## src/rtl/mod_timer_pkg.sv

```systemverilog
package mod_timer_pkg;

  localparam int unsigned PS_W      = 3;
  localparam int unsigned CLKSEL_W  = 2;
  localparam int unsigned PS_LSB    = 0;
  localparam int unsigned CLKSEL_LSB = 3;
  localparam int unsigned IE_BIT    = 6;
  localparam int unsigned OF_BIT    = 7;
  localparam int unsigned CTRL_W    = 8;

  localparam logic [CLKSEL_W-1:0] CLKSEL_RUN = 2'd1;

  typedef enum logic [1:0] {
    SEL_CTRL   = 2'd0,
    SEL_COUNT  = 2'd1,
    SEL_MODULO = 2'd2,
    SEL_START  = 2'd3
  } reg_sel_e;

endpackage

```

## src/rtl/mt_dbuf.sv

```systemverilog
module mt_dbuf #(
  parameter int unsigned W = 16,
  parameter logic [W-1:0] RST_VAL = '0
) (
  input  logic         clk,
  input  logic         rst_n,
  input  logic         wr,
  input  logic [W-1:0] wdata,
  input  logic         commit,
  output logic [W-1:0] buf_q,
  output logic [W-1:0] act_q
);

  logic [W-1:0] buf_d;
  logic [W-1:0] act_d;

  always_comb begin
    buf_d = buf_q;
    if (wr) buf_d = wdata;
    act_d = act_q;
    if (commit) act_d = buf_d;
  end

  always_ff @(posedge clk or negedge rst_n) begin
    if (!rst_n) begin
      buf_q <= RST_VAL;
      act_q <= RST_VAL;
    end else begin
      buf_q <= buf_d;
      act_q <= act_d;
    end
  end

  // the running copy is frozen while the counter is clocked
  p_active_frozen_r7: assert property (@(posedge clk) disable iff (!rst_n)
    !commit |=> $stable(act_q));

  // while stopped the running copy tracks the holding copy
  p_active_follows_r7: assert property (@(posedge clk) disable iff (!rst_n)
    commit |=> (act_q == buf_q));

endmodule

```

## src/rtl/mt_prescaler.sv

```systemverilog
module mt_prescaler
  import mod_timer_pkg::*;
(
  input  logic            clk,
  input  logic            rst_n,
  input  logic            run,
  input  logic [PS_W-1:0] ps,
  output logic            tick
);

  localparam int unsigned DIV_W = (1 << PS_W) - 1;

  logic [DIV_W-1:0] div_q;
  logic [DIV_W-1:0] div_d;
  logic [DIV_W-1:0] mask;

  always_comb begin
    mask  = ~({DIV_W{1'b1}} << ps);
    tick  = run && ((div_q & mask) == mask);
    div_d = run ? div_q + 1'b1 : '0;
  end

  always_ff @(posedge clk or negedge rst_n) begin
    if (!rst_n) div_q <= '0;
    else        div_q <= div_d;
  end

  // with a divider above one, no tick in the first running cycle
  p_first_tick_late_r3: assert property (@(posedge clk) disable iff (!rst_n)
    ($rose(run) && (ps != '0)) |-> !tick);

  // undivided, every running cycle ticks
  p_undivided_r3: assert property (@(posedge clk) disable iff (!rst_n)
    (run && (ps == '0)) |-> tick);

endmodule

```

## src/rtl/mt_counter.sv

```systemverilog
module mt_counter #(
  parameter int unsigned CNT_W = 16
) (
  input  logic             clk,
  input  logic             rst_n,
  input  logic             tick,
  input  logic             load,
  input  logic [CNT_W-1:0] mod_val,
  input  logic [CNT_W-1:0] start_val,
  output logic [CNT_W-1:0] cnt_q,
  output logic             ovf
);

  logic [CNT_W-1:0] cnt_d;
  logic             at_top;

  always_comb begin
    at_top = (cnt_q == mod_val);
    ovf    = tick && at_top && !load;
    cnt_d  = cnt_q;
    if (load)        cnt_d = start_val;
    else if (tick)   cnt_d = at_top ? start_val : cnt_q + 1'b1;
  end

  always_ff @(posedge clk or negedge rst_n) begin
    if (!rst_n) cnt_q <= '0;
    else        cnt_q <= cnt_d;
  end

  // without a tick or a load the count holds
  p_hold_r2: assert property (@(posedge clk) disable iff (!rst_n)
    (!tick && !load) |=> $stable(cnt_q));

  // advancing from the terminal value reloads the start value
  p_wrap_r4: assert property (@(posedge clk) disable iff (!rst_n)
    (tick && !load && (cnt_q == mod_val)) |=> (cnt_q == $past(start_val)));

  // advancing below the terminal value adds one
  p_step_r4: assert property (@(posedge clk) disable iff (!rst_n)
    (tick && !load && (cnt_q != mod_val)) |=> (cnt_q == $past(cnt_q) + 1'b1));

  // a count write reloads the start value regardless of tick
  p_load_r6: assert property (@(posedge clk) disable iff (!rst_n)
    load |=> (cnt_q == $past(start_val)));

endmodule

```

## src/rtl/mt_regs.sv

```systemverilog
module mt_regs
  import mod_timer_pkg::*;
#(
  parameter int unsigned ADDR_W = 4,
  parameter int unsigned DATA_W = 32,
  parameter int unsigned CNT_W  = 16
) (
  input  logic              clk,
  input  logic              rst_n,
  input  logic              wr_en,
  input  logic              rd_en,
  input  logic [ADDR_W-1:0] addr,
  input  logic [DATA_W-1:0] wdata,
  input  logic [CNT_W-1:0]  cnt,
  input  logic              ovf,
  output logic [PS_W-1:0]   ps,
  output logic              running,
  output logic [CNT_W-1:0]  mod_act,
  output logic [CNT_W-1:0]  start_act,
  output logic              cnt_load,
  output logic              irq,
  output logic [DATA_W-1:0] rdata
);

  localparam int unsigned NBUF = 2;

  reg_sel_e sel;
  logic     ctrl_wr;
  logic     ctrl_rd;

  logic [PS_W-1:0]     ps_q, ps_d;
  logic [CLKSEL_W-1:0] clksel_q, clksel_d;
  logic                ie_q, ie_d;
  logic                of_q, of_d;
  logic                arm_q, arm_d;
  logic [DATA_W-1:0]   rdata_q, rdata_d;
  logic [DATA_W-1:0]   rd_mux;
  logic [CTRL_W-1:0]   ctrl_view;

  logic [NBUF-1:0]  buf_wr;
  logic [CNT_W-1:0] buf_val [NBUF];
  logic [CNT_W-1:0] act_val [NBUF];

  logic unused_bus_bits;
  assign unused_bus_bits = ^{addr[1:0], wdata[DATA_W-1:CNT_W], wdata[5]};

  assign sel       = reg_sel_e'(addr[3:2]);
  assign ctrl_wr   = wr_en && (sel == SEL_CTRL);
  assign ctrl_rd   = rd_en && (sel == SEL_CTRL);
  assign cnt_load  = wr_en && (sel == SEL_COUNT);
  assign buf_wr[0] = wr_en && (sel == SEL_MODULO);
  assign buf_wr[1] = wr_en && (sel == SEL_START);
  assign running   = (clksel_q == CLKSEL_RUN);

  for (genvar g = 0; g < NBUF; g++) begin : g_dbuf
    mt_dbuf #(
      .W       (CNT_W),
      .RST_VAL ((g == 0) ? {CNT_W{1'b1}} : {CNT_W{1'b0}})
    ) u_dbuf (
      .clk    (clk),
      .rst_n  (rst_n),
      .wr     (buf_wr[g]),
      .wdata  (wdata[CNT_W-1:0]),
      .commit (!running),
      .buf_q  (buf_val[g]),
      .act_q  (act_val[g])
    );
  end

  assign mod_act   = act_val[0];
  assign start_act = act_val[1];

  always_comb begin
    ps_d     = ps_q;
    clksel_d = clksel_q;
    ie_d     = ie_q;
    if (ctrl_wr) begin
      ps_d     = wdata[PS_LSB +: PS_W];
      clksel_d = wdata[CLKSEL_LSB +: CLKSEL_W];
      ie_d     = wdata[IE_BIT];
    end

    of_d = of_q;
    if (ovf)                                      of_d = 1'b1;
    else if (ctrl_wr && arm_q && !wdata[OF_BIT])  of_d = 1'b0;

    arm_d = arm_q;
    if (ctrl_wr)              arm_d = 1'b0;
    else if (ctrl_rd && of_q) arm_d = 1'b1;

    ctrl_view = '0;
    ctrl_view[PS_LSB +: PS_W]         = ps_q;
    ctrl_view[CLKSEL_LSB +: CLKSEL_W] = clksel_q;
    ctrl_view[IE_BIT]                 = ie_q;
    ctrl_view[OF_BIT]                 = of_q;

    unique case (sel)
      SEL_CTRL:   rd_mux = {{(DATA_W-CTRL_W){1'b0}}, ctrl_view};
      SEL_COUNT:  rd_mux = {{(DATA_W-CNT_W){1'b0}}, cnt};
      SEL_MODULO: rd_mux = {{(DATA_W-CNT_W){1'b0}}, buf_val[0]};
      default:    rd_mux = {{(DATA_W-CNT_W){1'b0}}, buf_val[1]};
    endcase

    rdata_d = rd_en ? rd_mux : rdata_q;
  end

  always_ff @(posedge clk or negedge rst_n) begin
    if (!rst_n) begin
      ps_q     <= '0;
      clksel_q <= '0;
      ie_q     <= 1'b0;
      of_q     <= 1'b0;
      arm_q    <= 1'b0;
      rdata_q  <= '0;
    end else begin
      ps_q     <= ps_d;
      clksel_q <= clksel_d;
      ie_q     <= ie_d;
      of_q     <= of_d;
      arm_q    <= arm_d;
      rdata_q  <= rdata_d;
    end
  end

  assign ps    = ps_q;
  assign irq   = of_q & ie_q;
  assign rdata = rdata_q;

  // the flag rises only after a counter overflow
  p_flag_source_r5: assert property (@(posedge clk) disable iff (!rst_n)
    $rose(of_q) |-> $past(ovf));

  // an overflow always leaves the flag set
  p_flag_set_r5: assert property (@(posedge clk) disable iff (!rst_n)
    ovf |=> of_q);

  // the flag falls only on an armed control write of zero
  p_clear_armed_r8: assert property (@(posedge clk) disable iff (!rst_n)
    $fell(of_q) |-> $past(ctrl_wr && arm_q && !wdata[OF_BIT]));

  // read data changes only after a read strobe
  p_read_hold_r10: assert property (@(posedge clk) disable iff (!rst_n)
    !rd_en |=> $stable(rdata_q));

endmodule

```

## src/rtl/mod_timer.sv

```systemverilog
module mod_timer
  import mod_timer_pkg::*;
#(
  parameter int unsigned ADDR_W = 4,
  parameter int unsigned DATA_W = 32,
  parameter int unsigned CNT_W  = 16
) (
  input  logic              clk,
  input  logic              rst_n,
  input  logic              wr_en,
  input  logic              rd_en,
  input  logic [ADDR_W-1:0] addr,
  input  logic [DATA_W-1:0] wdata,
  output logic [DATA_W-1:0] rdata,
  output logic              irq
);

  logic rst_meta_q;
  logic rst_sync_q;

  always_ff @(posedge clk or negedge rst_n) begin
    if (!rst_n) begin
      rst_meta_q <= 1'b0;
      rst_sync_q <= 1'b0;
    end else begin
      rst_meta_q <= 1'b1;
      rst_sync_q <= rst_meta_q;
    end
  end

  logic [PS_W-1:0]  ps;
  logic             running;
  logic             tick;
  logic             cnt_load;
  logic             ovf;
  logic [CNT_W-1:0] cnt;
  logic [CNT_W-1:0] mod_act;
  logic [CNT_W-1:0] start_act;

  mt_regs #(
    .ADDR_W (ADDR_W),
    .DATA_W (DATA_W),
    .CNT_W  (CNT_W)
  ) u_regs (
    .clk       (clk),
    .rst_n     (rst_sync_q),
    .wr_en     (wr_en),
    .rd_en     (rd_en),
    .addr      (addr),
    .wdata     (wdata),
    .cnt       (cnt),
    .ovf       (ovf),
    .ps        (ps),
    .running   (running),
    .mod_act   (mod_act),
    .start_act (start_act),
    .cnt_load  (cnt_load),
    .irq       (irq),
    .rdata     (rdata)
  );

  mt_prescaler u_presc (
    .clk   (clk),
    .rst_n (rst_sync_q),
    .run   (running),
    .ps    (ps),
    .tick  (tick)
  );

  mt_counter #(
    .CNT_W (CNT_W)
  ) u_cnt (
    .clk       (clk),
    .rst_n     (rst_sync_q),
    .tick      (tick),
    .load      (cnt_load),
    .mod_val   (mod_act),
    .start_val (start_act),
    .cnt_q     (cnt),
    .ovf       (ovf)
  );

  // nothing counts while the clock select is not the running code
  p_stopped_no_ovf_r2: assert property (@(posedge clk) disable iff (!rst_sync_q)
    !running |-> !ovf);

  // interrupt is never raised without the flag visible in the control view
  p_irq_gated_r9: assert property (@(posedge clk) disable iff (!rst_sync_q)
    (rd_en && addr[3:2] == 2'd0 && irq) |=> (rdata[7] && rdata[6]));

endmodule

```

## config.mk

```make
export PLATFORM = sky130hd
export DESIGN_NAME = mod_timer
export DESIGN_NICKNAME = d
export VERILOG_FILES = /design/src/rtl/mod_timer_pkg.sv /design/src/rtl/mt_dbuf.sv /design/src/rtl/mt_prescaler.sv /design/src/rtl/mt_counter.sv /design/src/rtl/mt_regs.sv /design/src/rtl/mod_timer.sv
export SDC_FILE = /design/constraint.sdc
export NUM_CORES = 1
export LEC_CHECK = 0
export CORE_AREA = 2 2 91 129
export DETAILED_ROUTE_END_ITERATION = 10
export DIE_AREA = 0 0 93 131
export GPL_TIMING_DRIVEN = 0
export PLACE_DENSITY = 0.7
export SYNTH_ARGS = -nofsm -noshare
export SYNTH_HDL_FRONTEND = slang
export SYNTH_SLANG_ARGS = --single-unit
```

## constraint.sdc

```tcl
create_clock -name clk -period 4.85 [get_ports clk]
set_clock_uncertainty 0.1 [all_clocks]
set_input_delay 0.485 -clock clk [delete_from_list [all_inputs] [get_ports clk]]
set_output_delay 0.485 -clock clk [all_outputs]
set_load 0.02 [all_outputs]
```

# Word level (Yosys, flattened, before mapping)
# Cells that the tools add are included.
word_totals:
  output_inout_bits: 33
  regBits: 129
  word_cells: 54
  in_bits: 40
classes:
  bitwise_logic: 3
  n_eq_ne: 6
  mux: 11
  n_shift: 1
  n_reduce_logical: 17
  n_addsub: 2
ops:
  columns: ["operator", "count"]
  rows:
  - ["$mux W16", 5]
  - ["$pmux W16 S3", 1]
  - ["$add A16 B1 Y16 const B", 1]
  - ["$eq A16 B16 Y1", 1]
  - ["$logic_and A1 B1 Y1", 11]
  - ["$add A7 B1 Y7 const B", 1]
  - ["$and A7 B7 Y7", 1]
  - ["$eq A7 B7 Y1", 1]
  - ["$mux W7", 1]
  - ["$not A7 Y7", 1]
  - ["$shl A7 B3 Y7 const A", 1]
  - ["$reduce_bool A2 Y1", 3]
  - ["$eq A2 B1 Y1 const B", 2]
  - ["$eq A2 B2 Y1 const B", 2]
  - ["$mux W1", 4]
  - ["$logic_not A1 Y1", 2]
  - ["$logic_not A2 Y1", 1]
  - ["$and A1 B1 Y1", 1]

# Longest topological paths before layout
logic_depth:
  word_depth: 8
  mapped_depth: 9
  ltp_nobuf: 7

# Hierarchy
# Synthesis repeated with hierarchy kept, for this count alone.
unflattened:
  hier_cells: 462
  area_unflattened_um2: 5685.5
by_module_without_submodules:
  columns: ["mod", "cells_per_inst", "instances", "area_each_um2", "seq_area_each_um2"]
  rows:
  - ["mt_regs", 144, 1, 1452.6, 600.6]
  - ["mt_dbuf (u_regs.g_dbuf[0].u_dbuf)", 68, 1, 1320.0, 840.8]
  - ["mt_dbuf (u_regs.g_dbuf[1].u_dbuf)", 68, 1, 1280.0, 800.8]
  - ["mt_counter", 143, 1, 1221.2, 400.4]
  - ["mt_prescaler", 36, 1, 357.8, 175.2]
  - ["mod_timer", 3, 1, 53.8, 50.0]

# Least setup slack after synthesis
# No wires, ideal clock.
synth_timing:
  path_kind: "flip-flop to flip-flop"
  from: "reg u_cnt.cnt_q[5]"
  to: "reg u_cnt.cnt_q[15]"
  path_buffers: 1
  t_arrival_ns: 2.008
  path_slack_ns: 2.604
  path_stages_with_launch: 8
  path_cell_list: "dfrtp_1 buf_6 xor2_1 nor4_2 nand4_2 and2_4 and3_1 or4b_1"
synth_between:
  elab_chain_len: 4
synth_rtl:
  columns: ["element", "line_no", "rtl"]
  rows:
  - ["start, declared", "mt_counter.sv:10", "output logic [CNT_W-1:0] cnt_q,"]
  - ["start signal, assigned", "mt_counter.sv:27", "else cnt_q <= cnt_d;"]
  - ["$add A16 B1 Y16 or $eq A16 B16 Y1 (tied branches)", "mt_counter.sv:22, mt_counter.sv:18", null]
  - ["$mux W16 * (2 in series)", "mt_counter.sv:22", "else if (tick) cnt_d = at_top ? start_val : cnt_q + 1'b1;"]
  - ["$mux W16 *", "mt_counter.sv:21", "if (load) cnt_d = start_val;"]
# Mark *: on every way between the ends. The rest lies on a longest branch, timed or not. The select of a mux whose other input is x is not followed.
# A chain may end at the register's enable or synchronous reset.

# Final worst setup path
layout_timing:
  from: "in addr[2]"
  to: "reg u_cnt.cnt_q[13]"
layout_between:
  elab_chain_len: 3
layout_rtl:
  columns: ["element", "line_no", "rtl"]
  rows:
  - ["start, declared", "mod_timer.sv:12", "input logic [ADDR_W-1:0] addr,"]
  - ["$eq A2 B1 Y1 *", "mt_regs.sv:50", "assign cnt_load = wr_en && (sel == SEL_COUNT);"]
  - ["$logic_and A1 B1 Y1 *", "mt_regs.sv:50", null]
  - ["$mux W16 or $reduce_bool A2 Y1 (tied branches)", null, null]
# Mark *: on every way between the ends. The rest lies on a longest branch, timed or not.

==> results.yml <==
power_and_ir_drop:
  combPwrFrac: 0.229
  p_per_area_nw_per_um2: 524
  power.leakage_nw: 2.78
  pwr-share-clk: 0.350
  seq_power_share: 0.421
  power_switching_mw: 1.02
  switching_share: 0.294
  irDropWorstVdd_v: 0.000298
  p_int_mw: 2.45
final_layout:
  final_layout_size_suffix_gt1_frac: 0.354
  antenna_cells: 0
  nets: 546
  fin_cells: 661
  syn2layout_area_growth_pct: 22.6
sta:
  finalCriticalPeriod_ns: 3.03
  worst_slew_pin_slew_ns: 0.895
  setup_tns_ns: 0
  rsz0062_at_grt: "no"
  max-slew-margin-rel: 0.401
  hold_violations: 0
  period_share: 0.625
  setup_violations: 0
  fmax_mhz: 330
  slew_violations: 0
die:
  die_w_um: 93
  die_area_um2: 12200
  ioPinCount: 73
  core_um2: 11100
  die_h_um: 131
  initial_core_util: 0.489
  rows: 46
place:
  place_inst: 629
  place.port_buffers: 37
  dp_hpwl_um: 8750
  finalWeightedCongestion: 0.880
yosys:
  synth_cells: 432
  yosys.area_share.adder: 0.00463
  synth-edff-count: 0
  synth_cell_types: 45
  yosysSeqAreaShare: 0.530
  synth_xor_area_frac: 0.0324
  synthMuxAreaShare: 0.214
  synth_compound_area_frac: 0.0856
  yosysWarningCount: 0
  synthArstFlopShare: 1.00
  ys_ff_latch: 113
  synthSimpleGateAreaFrac: 0.0845
  mappedNetlistArea_um2: 5410
  synth_top_family_by_area: "multiplexers"
  synth_flop_cell: "dfrtp_1"
  postSynthAreaPerCell_um2: 12.5
critical_path:
  r2r_cells: 6
  r2r_start: "u_cnt.cnt_q[11]"
  reg2reg_to: "u_cnt.cnt_q[15]"
  crit_type: "in -> reg"
  cp-start-kind: "primary input"
  critical_path.top_delay_family: "buffers and inverters"
  max_stage_delay_ns: 0.68
  required_ns: 5.07
  endpoint_kind: "register"
  path_buf_inv: 3
  r2r_slack_ns: 2.05
  worstSetupPathDepth: 9
  cp_max_fo: 10
  worstPathCellList: "clkdlybuf4s50_1, nor2b_1, buf_2, and2_1, o22ai_1, a31oi_1, clkbuf_1, o21ai_0, a22oi_1"
  worstPathArrival_ns: 3.25
  crit_slowest_cell: "a31oi_1"
drt:
  wl_per_cell_um: 19.1
  vias_per_cell: 5.59
  drt-initial-drc-count: 199
  vias: 3698
  drt-total-wl_um: 12600
  route.detailed.drc: 0
  dr.pass1.iters: 4
  ant_nets: 0
status:
  status: "finished clean"
clock_tree:
  cts_made_buffers: 17
  cts_root_buf: "clkbuf_16"
  clkSlewWorstSetupHoldPaths_ns: 0.05
  postCtsSetupRepairBufs: 0
  ctsHoldBuffers: 0
  cts_tree: "built"
  clock-sinks: 113
  clockBufferDepth: 2
  cts-resized-gates: 0
  htreeDepth: 4
  clock_latency_ns: 0.41
global_route:
  antenna_found_initial: 0
  grt_overflow: 0
  grt_pass1_wl_um: 20100
  grt_pass1_vias: 3809
  grtUsageTotal: 0.222
  grt_start_max_net_pins: 73
run:
  maxCapViolations: 0
min_path:
  hold_class: "in -> async"
==> through the flow <==
stage / hold slack (ns) / setup WS, ns / utilization / area [um^2] / power [mW]
3_3_place_gp: 0.237 / 0.235 / 0.544 / 6010 / 2.24
6_report: 0.138 / 1.82 / 0.600 / 6630 / 3.48
3_5_place_dp: 0.233 / 1.45 / 0.547 / 6040 / 2.27
4_1_cts: 0.119 / 1.86 / 0.600 / 6630 / 3.50
5_1_grt: 0.129 / 1.65 / 0.600 / 6630 / 3.64
2_1_floorplan: 0.0894 / 1.42 / - / 5460 / 1.98
==> cell usage in the layout (no fill, tap or decap), drive strengths merged, types with 5 or more instances in the layout <==
cell type / instances
and2: 7
clkdlybuf4s50: 37
nor4: 5
nand4: 8
mux2: 88
nand3: 16
conb: 17
a21oi: 20
a22oi: 10
nor2: 21
xor2: 17
buf: 24
o22a: 8
mux4: 7
nand2: 11
inv: 6
o21a: 5
dfstp: 32
clkbuf: 44
dfrtp: 81
and3: 7
o21ai: 10
==> synth_stat cells (2+ instances only) <==
cell type | n | share of area
nand4_1 | 7 | 0.0081
nor4_2 | 2 | 0.0046
buf_2 | 4 | 0.0037
a31o_2 | 2 | 0.0032
xnor2_1 | 3 | 0.0049
mux2_2 | 85 | 0.18
o2bb2a_1 | 4 | 0.0074
dfrtp_1 | 81 | 0.37
buf_4 | 16 | 0.022
nand2_1 | 11 | 0.0076
a21o_1 | 2 | 0.0028
o21a_1 | 5 | 0.0069
nor2_1 | 21 | 0.015
nor4_1 | 3 | 0.0035
a31oi_1 | 3 | 0.0035
dfstp_2 | 32 | 0.16
inv_1 | 6 | 0.0042
mux4_2 | 7 | 0.029
xor2_1 | 17 | 0.028
a21oi_1 | 20 | 0.019
o22ai_1 | 2 | 0.0023
a22oi_1 | 10 | 0.014
conb_1 | 2 | 0.0014
nand3b_1 | 3 | 0.0042
or3_1 | 2 | 0.0023
nand3_1 | 16 | 0.015
o22a_1 | 8 | 0.013
clkbuf_1 | 17 | 0.012
buf_6 | 2 | 0.0042
and2_1 | 6 | 0.0069
and3_1 | 7 | 0.0081
mux2_1 | 3 | 0.0062
ha_1 | 2 | 0.0046
o21ai_0 | 10 | 0.0093
==> cell type report <==
cell class	instances	area (um^2)
plain buffers	40	230
clock buffers	27	533
clock inverters	5	50.0
fillers	901	4420
inverters	6	22.5
multi-input cells	288	2340
flip-flops and latches	113	2870
well taps	144	180
repair buffers	38	398
==> power groups by stage <==
stage                     clock network (mW)  registers, mW  logic, mW
after floorplan                            0           1.45      0.524
after global placement                     0           1.47      0.766
after detailed placement                   0           1.47      0.797
after CTS                               1.23           1.46      0.804
after global routing                    1.28           1.50      0.866
final                                   1.22           1.46      0.796
==> cell families after synthesis <==
family | after synthesis
other | 2
buffers and inverters | 46
multiplexers | 96
flip-flops | 113
AND/OR/NAND/NOR | 84
adder cells (fa/ha/maj) | 2
XOR/XNOR | 20
AO/OA/AOI/OAI | 69
==> sequential cells by signal (all words and copies together), names as in the netlist <==
signal,count
u_regs.g_dbuf.u_dbuf.act_q,32
u_cnt.cnt_q,16
rst_meta_q,1
u_regs.ps,3
u_presc.div_q,7
rst_sync_q,1
u_regs.g_dbuf.u_dbuf.buf_q,32
u_regs.rdata,16
u_regs.arm_q,1
u_regs.clksel_q,2
u_regs.ie_q,1
u_regs.of_q,1
==> worst register-to-register path: stages (launching register included) <==
cell and delay [ns]:
dfrtp_1 0.44, xor2_1 0.18, nor4_1 0.55, nand4_2 0.42, and2_4 0.30, and3_1 0.16
or4b_1 0.52
==> worst max-delay path by stage <==
stage	slack (ns)	startpoint	end
3_3_place_gp	0.23	rst_sync_q	u_presc.div_q[3]
5_1_grt	1.65	addr[2]	u_cnt.cnt_q[13]
6_report	1.82	addr[2]	u_cnt.cnt_q[13]
4_1_cts	1.86	addr[2]	u_cnt.cnt_q[13]
2_1_floorplan	1.42	rst_sync_q	u_cnt.cnt_q[0]
3_5_place_dp	1.45	addr[3]	u_regs.g_dbuf[1].u_dbuf.act_q[5]
==> per-layer routing <==
layer	part of all wire	global-route usage	up-vias
li1	-	-	1682
met1	0.39	0.250	1876
met2	0.54	0.396	106
met3	0.039	0.0516	34
met4	0.028	0.105	0
met5	0	0	-
Power figures use the tool's default switching activity.
